**src/rtl/i2cTgtPkg.sv**
```systemverilog
package i2cTgtPkg;

  // Strobes from the control FSM to the datapath, one cycle each.
  typedef struct packed {
    logic shiftIn;   // capture SDA into the receive shifter
    logic ptrLoad;   // load pointer from received byte
    logic wrStrobe;  // write received byte at pointer, then advance
    logic rdLoad;    // fetch read byte at pointer, then advance
    logic shiftOut;  // present next transmit bit
  } ctlStrobes_t;

  typedef enum logic [2:0] {
    ST_IDLE, ST_ADDR, ST_ACKA, ST_RXB, ST_ACKW, ST_TXB, ST_MACK
  } tgtState_t;

endpackage

```
**src/rtl/i2cBusSampler.sv**
```systemverilog
module i2cBusSampler #(
  parameter int FILT_LEN = 3
) (
  input  logic clk,
  input  logic rstN,
  input  logic sclRaw,
  input  logic sdaRaw,
  output logic sclFilt,
  output logic sdaFilt,
  output logic sclRise,
  output logic sclFall,
  output logic startDet,
  output logic stopDet
);
  logic [1:0] rawIn;
  logic [1:0] filtOut;
  logic       sclPrev, sdaPrev;

  assign rawIn = {sdaRaw, sclRaw};

  // Per line: two-flop synchronizer, then a filter that only moves once
  // FILT_LEN consecutive samples agree.
  for (genvar i = 0; i < 2; i++) begin : g_line
    logic [1:0]          syncQ;
    logic [FILT_LEN-1:0] histQ;
    logic                filtQ;
    always_ff @(posedge clk or negedge rstN) begin
      if (!rstN) begin
        syncQ <= '1;
        histQ <= '1;
        filtQ <= 1'b1;
      end else begin
        syncQ <= {syncQ[0], rawIn[i]};
        histQ <= {histQ[FILT_LEN-2:0], syncQ[1]};
        if (&histQ)       filtQ <= 1'b1;
        else if (~|histQ) filtQ <= 1'b0;
      end
    end
    assign filtOut[i] = filtQ;
  end

  assign sclFilt = filtOut[0];
  assign sdaFilt = filtOut[1];

  always_ff @(posedge clk or negedge rstN) begin
    if (!rstN) begin
      sclPrev <= 1'b1;
      sdaPrev <= 1'b1;
    end else begin
      sclPrev <= sclFilt;
      sdaPrev <= sdaFilt;
    end
  end

  assign sclRise  = sclFilt & ~sclPrev;
  assign sclFall  = ~sclFilt & sclPrev;
  assign startDet = sclFilt & sclPrev & sdaPrev & ~sdaFilt;
  assign stopDet  = sclFilt & sclPrev & ~sdaPrev & sdaFilt;
endmodule

```
**src/rtl/i2cTgtCtrl.sv**
```systemverilog
module i2cTgtCtrl
  import i2cTgtPkg::*;
#(
  parameter logic [6:0] TGT_ADDR = 7'h09
) (
  input  logic        clk,
  input  logic        rstN,
  input  logic        busHeld,
  input  logic        sclRise,
  input  logic        sclFall,
  input  logic        sclFilt,
  input  logic        sdaFilt,
  input  logic        startDet,
  input  logic        stopDet,
  input  logic [7:0]  rxByte,
  input  logic        txBit,
  output ctlStrobes_t strobes,
  output logic        sdaOe
);
  tgtState_t  state;
  logic [3:0] bitCnt;
  logic       ptrPhase, rwBit, mAck;
  logic       byteDone;

  assign byteDone = (bitCnt == 4'd8);

  always_comb begin
    strobes = '0;
    if (!busHeld) begin
      strobes.shiftIn  = sclRise && (state == ST_ADDR || state == ST_RXB);
      strobes.ptrLoad  = sclFall && state == ST_RXB && byteDone && ptrPhase;
      strobes.wrStrobe = sclFall && state == ST_RXB && byteDone && !ptrPhase;
      strobes.rdLoad   = sclFall && ((state == ST_ACKA && rwBit) ||
                                     (state == ST_MACK && mAck));
      strobes.shiftOut = sclFall && state == ST_TXB && !byteDone;
    end
  end

  assign sdaOe = (state == ST_ACKA) || (state == ST_ACKW) ||
                 (state == ST_TXB && !txBit);

  always_ff @(posedge clk or negedge rstN) begin
    if (!rstN) begin
      state    <= ST_IDLE;
      bitCnt   <= '0;
      ptrPhase <= 1'b0;
      rwBit    <= 1'b0;
      mAck     <= 1'b0;
    end else if (busHeld) begin
      state <= ST_IDLE;
    end else if (startDet) begin
      state  <= ST_ADDR;
      bitCnt <= '0;
    end else if (stopDet) begin
      state <= ST_IDLE;
    end else begin
      unique case (state)
        ST_ADDR: begin
          if (sclRise) bitCnt <= bitCnt + 4'd1;
          else if (sclFall && byteDone) begin
            if (rxByte[7:1] == TGT_ADDR) begin
              state <= ST_ACKA;
              rwBit <= rxByte[0];
            end else begin
              state <= ST_IDLE;
            end
          end
        end
        ST_ACKA: if (sclFall) begin
          bitCnt <= '0;
          if (rwBit) state <= ST_TXB;
          else begin
            state    <= ST_RXB;
            ptrPhase <= 1'b1;
          end
        end
        ST_RXB: begin
          if (sclRise) bitCnt <= bitCnt + 4'd1;
          else if (sclFall && byteDone) begin
            state    <= ST_ACKW;
            ptrPhase <= 1'b0;
          end
        end
        ST_ACKW: if (sclFall) begin
          state  <= ST_RXB;
          bitCnt <= '0;
        end
        ST_TXB: begin
          if (sclRise) bitCnt <= bitCnt + 4'd1;
          else if (sclFall && byteDone) state <= ST_MACK;
        end
        ST_MACK: begin
          if (sclRise) mAck <= ~sdaFilt;
          else if (sclFall) begin
            if (mAck) begin
              state  <= ST_TXB;
              bitCnt <= '0;
            end else begin
              state <= ST_IDLE;
            end
          end
        end
        default: state <= ST_IDLE;
      endcase
    end
  end

  // the block may move SDA only while the clock line is low.
  assert_sda_moves_in_low_R6: assert property (@(posedge clk)
    disable iff (!rstN || busHeld) !$stable(sdaOe) |-> !sclFilt);

endmodule

```
**src/rtl/i2cTgtData.sv**
```systemverilog
module i2cTgtData
  import i2cTgtPkg::*;
#(
  parameter int REG_COUNT = 8,
  localparam int PTR_W = $clog2(REG_COUNT)
) (
  input  logic             clk,
  input  logic             rstN,
  input  logic             busHeld,
  input  ctlStrobes_t      strobes,
  input  logic             sdaFilt,
  input  logic [7:0]       regRdData,
  output logic [7:0]       rxByte,
  output logic             txBit,
  output logic [PTR_W-1:0] ptr,
  output logic             regWrEn,
  output logic [7:0]       regWrData
);
  logic [7:0] txShift;

  always_ff @(posedge clk or negedge rstN) begin
    if (!rstN) begin
      rxByte  <= '0;
      txShift <= '1;
      ptr     <= '0;
    end else begin
      if (strobes.shiftIn) rxByte <= {rxByte[6:0], sdaFilt};
      if (strobes.rdLoad)        txShift <= regRdData;
      else if (strobes.shiftOut) txShift <= {txShift[6:0], 1'b1};
      if (busHeld)                                ptr <= '0;
      else if (strobes.ptrLoad)                   ptr <= rxByte[PTR_W-1:0];
      else if (strobes.wrStrobe || strobes.rdLoad) ptr <= ptr + 1'b1;
    end
  end

  assign txBit     = txShift[7];
  assign regWrEn   = strobes.wrStrobe;
  assign regWrData = rxByte;

  // each data byte moves the pointer by exactly one, modulo the window.
  assert_ptr_step_R3: assert property (@(posedge clk)
    disable iff (!rstN || busHeld)
    (strobes.wrStrobe || strobes.rdLoad) |=> ptr == PTR_W'($past(ptr) + 1'b1));

endmodule

```
**src/rtl/i2cRegTarget.sv**
```systemverilog
module i2cRegTarget
  import i2cTgtPkg::*;
#(
  parameter logic [6:0] TGT_ADDR  = 7'h09,
  parameter int         REG_COUNT = 8,
  parameter int         FILT_LEN  = 3,
  localparam int        PTR_W     = $clog2(REG_COUNT)
) (
  input  logic             clk,
  input  logic             rstN,
  input  logic             busRstN,
  input  logic             sclIn,
  input  logic             sdaIn,
  output logic             sdaOe,
  output logic             regWrEn,
  output logic [PTR_W-1:0] regAddr,
  output logic [7:0]       regWrData,
  input  logic [7:0]       regRdData
);
  logic [1:0]  busSync;
  logic        busHeld;
  logic        sclFilt, sdaFilt, sclRise, sclFall, startDet, stopDet;
  logic [7:0]  rxByte;
  logic        txBit;
  ctlStrobes_t strobes;

  always_ff @(posedge clk or negedge rstN) begin
    if (!rstN) busSync <= '0;
    else       busSync <= {busSync[0], busRstN};
  end
  assign busHeld = ~busSync[1];

  i2cBusSampler #(.FILT_LEN(FILT_LEN)) i_sampler (
    .clk(clk), .rstN(rstN),
    .sclRaw(sclIn | ~busRstN), .sdaRaw(sdaIn | ~busRstN),
    .sclFilt(sclFilt), .sdaFilt(sdaFilt), .sclRise(sclRise), .sclFall(sclFall),
    .startDet(startDet), .stopDet(stopDet)
  );

  i2cTgtCtrl #(.TGT_ADDR(TGT_ADDR)) i_ctrl (
    .clk(clk), .rstN(rstN), .busHeld(busHeld),
    .sclRise(sclRise), .sclFall(sclFall), .sclFilt(sclFilt), .sdaFilt(sdaFilt),
    .startDet(startDet), .stopDet(stopDet), .rxByte(rxByte), .txBit(txBit),
    .strobes(strobes), .sdaOe(sdaOe)
  );

  i2cTgtData #(.REG_COUNT(REG_COUNT)) i_data (
    .clk(clk), .rstN(rstN), .busHeld(busHeld), .strobes(strobes),
    .sdaFilt(sdaFilt), .regRdData(regRdData), .rxByte(rxByte), .txBit(txBit),
    .ptr(regAddr), .regWrEn(regWrEn), .regWrData(regWrData)
  );

  // a STOP leaves the pointer where it was.
  assert_stop_keeps_ptr_R9: assert property (@(posedge clk)
    disable iff (!rstN || busHeld) stopDet |=> regAddr == $past(regAddr));

  // a held bus neither drives SDA nor writes, and the pointer sits at 0.
  assert_held_quiet_R8: assert property (@(posedge clk)
    disable iff (!rstN)
    (busHeld && $past(busHeld)) |-> (!sdaOe && !regWrEn && regAddr == '0));

endmodule

```
**config.mk**
```make
export PLATFORM = sky130hd
export DESIGN_NAME = i2cRegTarget
export DESIGN_NICKNAME = d
export VERILOG_FILES = /design/src/rtl/i2cTgtPkg.sv /design/src/rtl/i2cBusSampler.sv /design/src/rtl/i2cTgtCtrl.sv /design/src/rtl/i2cTgtData.sv /design/src/rtl/i2cRegTarget.sv
export SDC_FILE = /design/constraint.sdc
export NUM_CORES = 1
export LEC_CHECK = 0
export ABC_AREA = 1
export BUFFER_PORTS_ARGS = -buffer_cell sky130_fd_sc_hd__buf_2
export CORE_MARGIN = 8
export CORE_UTILIZATION = 46
export CTS_BUF_LIST = sky130_fd_sc_hd__clkbuf_4 sky130_fd_sc_hd__clkbuf_8
export DETAILED_ROUTE_END_ITERATION = 12
export PLACE_DENSITY = 0.75
export RECOVER_POWER = 25
export SYNTH_ARGS = -nofsm -noshare
export SYNTH_HDL_FRONTEND = slang
export SYNTH_SLANG_ARGS = --single-unit
```
**constraint.sdc**
```tcl
create_clock -name clk -period 1.64 [get_ports clk]
set_input_delay 0.082 -clock clk [delete_from_list [all_inputs] [get_ports clk]]
set_output_delay 0.082 -clock clk [all_outputs]
set_load 0.02 [all_outputs]
```
==> impl_metrics.ini <==
[run_status]
status = finished clean

[clocking]
cts_tree = yes
clk_latency_ns = 0.30
cts_sinks = 45
cts_buffer_depth = 2
ctsHtreeMaxLevel = 2
root_buffer = clkbuf_8
cts.reportedPaths.clkPinSlew_ns = 0.09
cts-buffers-inserted = 5

[synthesis]
yosys.area.top_type_share_pct = 25.7
netlist_area_sq_um = 2250
syn_nets = 281
synth.ff_latch_count = 45
synth-warning-count = 0
ys_seq_area_share_pct = 51.3
synth_area_leaders = dfstp_2 (26%), dfrtp_1 (26%), nand2_1 (11%)
ys_types = 24
syn_area_per_cell_sq_um = 8.49
syn_inst = 265
synth_top_area_cell = dfstp_2

[worst_hold_path]
hold_path.class = in2reg
min_to = i_data.txShift[0]
whs_path_depth = 3
hold_start = regRdData[0]

[grt]
grtUsageTotal_pct = 14.1
overflow = 0
antenna_found_initial = 0
grt_pass1_wl_microns = 8560
grt_max_degree = 18
grt_pass1_vias = 1951

[floorplanning]
die_h_microns = 86.0
die_area_sq_um = 7390
start_util_pct = 47.7
core_sq_um = 4720
num_rows = 25
die_width_microns = 86.0
ioPinCount = 26

[drt]
wire_per_inst_microns = 12.9
via_per_inst = 5.01
drtIter0Drc = 106
drtPass1Iterations = 6
drt-total-wl_microns = 4990
ant_nets = 0
vias = 1932
drcViolationCount = 0

[power]
p_int_w = 0.00166
clkPwrFrac_pct = 39.8
p_seq_share_pct = 53.7
combPwrFrac_pct = 6.4
net-switching-power_w = 0.000514
powerDensity_nw_per_um2 = 761
p_total_w = 0.00218
ir_worst_vdd_mv = 0.626
sw_frac_of_total_pct = 23.6
power_leakage_nw = 1.41

[critical_path]
reg2reg_to = i_data.regWrData[4]
cp_max_fo = 4
critPathKind = reg2out
cp-end-kind = output pin
cp_slowest_cell = dfstp_2
regToRegSetupSlack_ns = 0.03
crit_path_start = i_sampler.sclPrev
crit_arrival_ns = 1.54
crit_family = flip-flops
slowest_delay_ns = 0.56
crit_chain = nand2_1 -> inv_1 -> nand2_2 -> nor2_4 -> nand3_2 -> inv_2 -> buf_6
timing.rr.start = i_sampler.sclFilt
ff2ff_path_depth = 7
path_buf_inv = 3
crit_required_ns = 1.56
crit_path_start_kind = flop

[sta]
slew_headroom_pct = 48.1
max_freq_mhz = 615
holdWs_ns = 0.0128
drv_slew = 0
hold_viol = 0
finalCritPeriodShare_pct = 99.2
period_minus_slack_ns = 1.63
finalSetupViolCount = 0
rsz0062_at_grt = yes
max_slew.worst_pin.slew_ns = 0.779
clock_skew_ns = 0.00445

[layout]
syn_to_final_growth_pct = 27.1
n_antenna_cell = 0
fin_nets = 334
drive_gt1_share_pct = 39.2
fin_cells = 386

[run]
maxCapViolCount = 0

[place]
dp_cells = 361
dp_hpwl_microns = 3360
place_congestion = 0.837
port_buffers = 25
## cell usage after synthesis (all sizes together)
master and number:
a21oi 10, buf 4, clkinv 1, dfrtp 23
dfstp 22, ha 3, inv 25, nand2 78
nand3 47, nand4 3, nor2 33, nor3 2
o21ai 11, o21bai 1, xor2 2
## power by group through the flow
stage,logic (W),registers [W],clock network (W)
6_report,0.000140,0.00117,0.000868
5_1_grt,0.000158,0.00118,0.000934
3_5_place_dp,0.000125,0.00119,0
4_1_cts,0.000134,0.00117,0.000889
2_1_floorplan,0.0000550,0.00119,0
3_3_place_gp,0.000122,0.00119,0
## final cells by class
class                      count  area [sq um]
clock buffer                   5          68.8
clock inverter                 3          47.5
fill                         389          1860
inverter                      26           108
multi-input combinational    191          1080
sequential                    45          1160
tap                           67          83.8
timing repair buffer          49           319
## worst max path at each step
stage | to | slack [ns] | cells past startpoint
floorplan | i_ctrl.state[1] | 0.25 | 9
global placement | i_data.ptr[2] | 0.13 | 9
detailed placement | i_ctrl.state[2] | 0.09 | 10
CTS | regWrEn | -0.02 | 9
global route | regWrEn | -0.1 | 9
finish | regWrEn | 0.01 | 7
## cell usage in the layout (no fill, tap or decap), types with 2 or more instances in the layout
cell	count
nand3_2	8
xor2_1	2
clkbuf_1	2
ha_1	2
nand3_1	39
nor3_1	2
nor2_4	11
a21oi_1	8
nor2_2	2
inv_6	2
dfrtp_2	3
inv_2	3
nor2_1	20
inv_1	21
nand2_4	5
nand2_1	60
nand4_1	3
dfstp_2	22
dfrtp_1	20
buf_4	20
clkbuf_8	5
buf_2	22
o21ai_1	3
dlygate4sd3_1	4
a21oi_2	2
nand2_2	14
o21ai_0	7
## stage by stage
stage               util, %  cell area (sq um)  TNS [ns]  setup WS [ns]
global placement       52.5               2480         0          0.131
detailed placement     52.5               2480         0         0.0945
global route           60.6               2860    -0.925        -0.0972
floorplan                 -               2250         0          0.252
finish                 60.6               2860         0         0.0138
CTS                    57.7               2730   -0.0241        -0.0241
## metal layers
metal	GRT usage [%]	part of all wire (%)	up-vias
li1	-	-	964
met3	2.29	3.4	7
met2	23.9	51	42
met4	5.41	1.5	0
met5	0	0	-
met1	17.4	44	919
## timing repair
item                                    CTS  global route
gates cloned                              1             0
pin swaps                                 2            13
hold buffers                              4             0
setup buffers                             7             5
endpoints found under the setup margin    1            29
hold endpoints to repair                 15             0
gates resized for setup                  11            30
## cell families after synthesis
kind of cell / count (synthesis) / synth area share, %
buffers and inverters: 30 / 6.34
adders and majority gates: 3 / 1.67
DFF: 45 / 51.3
AOI/OAI and AO/OA: 22 / 5.17
xor gates and xnor gates: 2 / 0.778
and+or+nand+nor: 163 / 34.8
## worst min-delay path, cell delays in order
cell and delay, ns:
buf_2 0.07, o21ai_1 0.06, nand2_1 0.07
## sequential cells by signal (all words and copies together) (netlist names), 2 cells and up
signal,count
busSync,2
i_ctrl.bitCnt,4
i_ctrl.state,3
i_data.ptr,3
i_data.regWrData,8
i_data.txShift,8
i_sampler.g_line.histQ,6
i_sampler.g_line.syncQ,4
(Power assumes the default switching activity.)
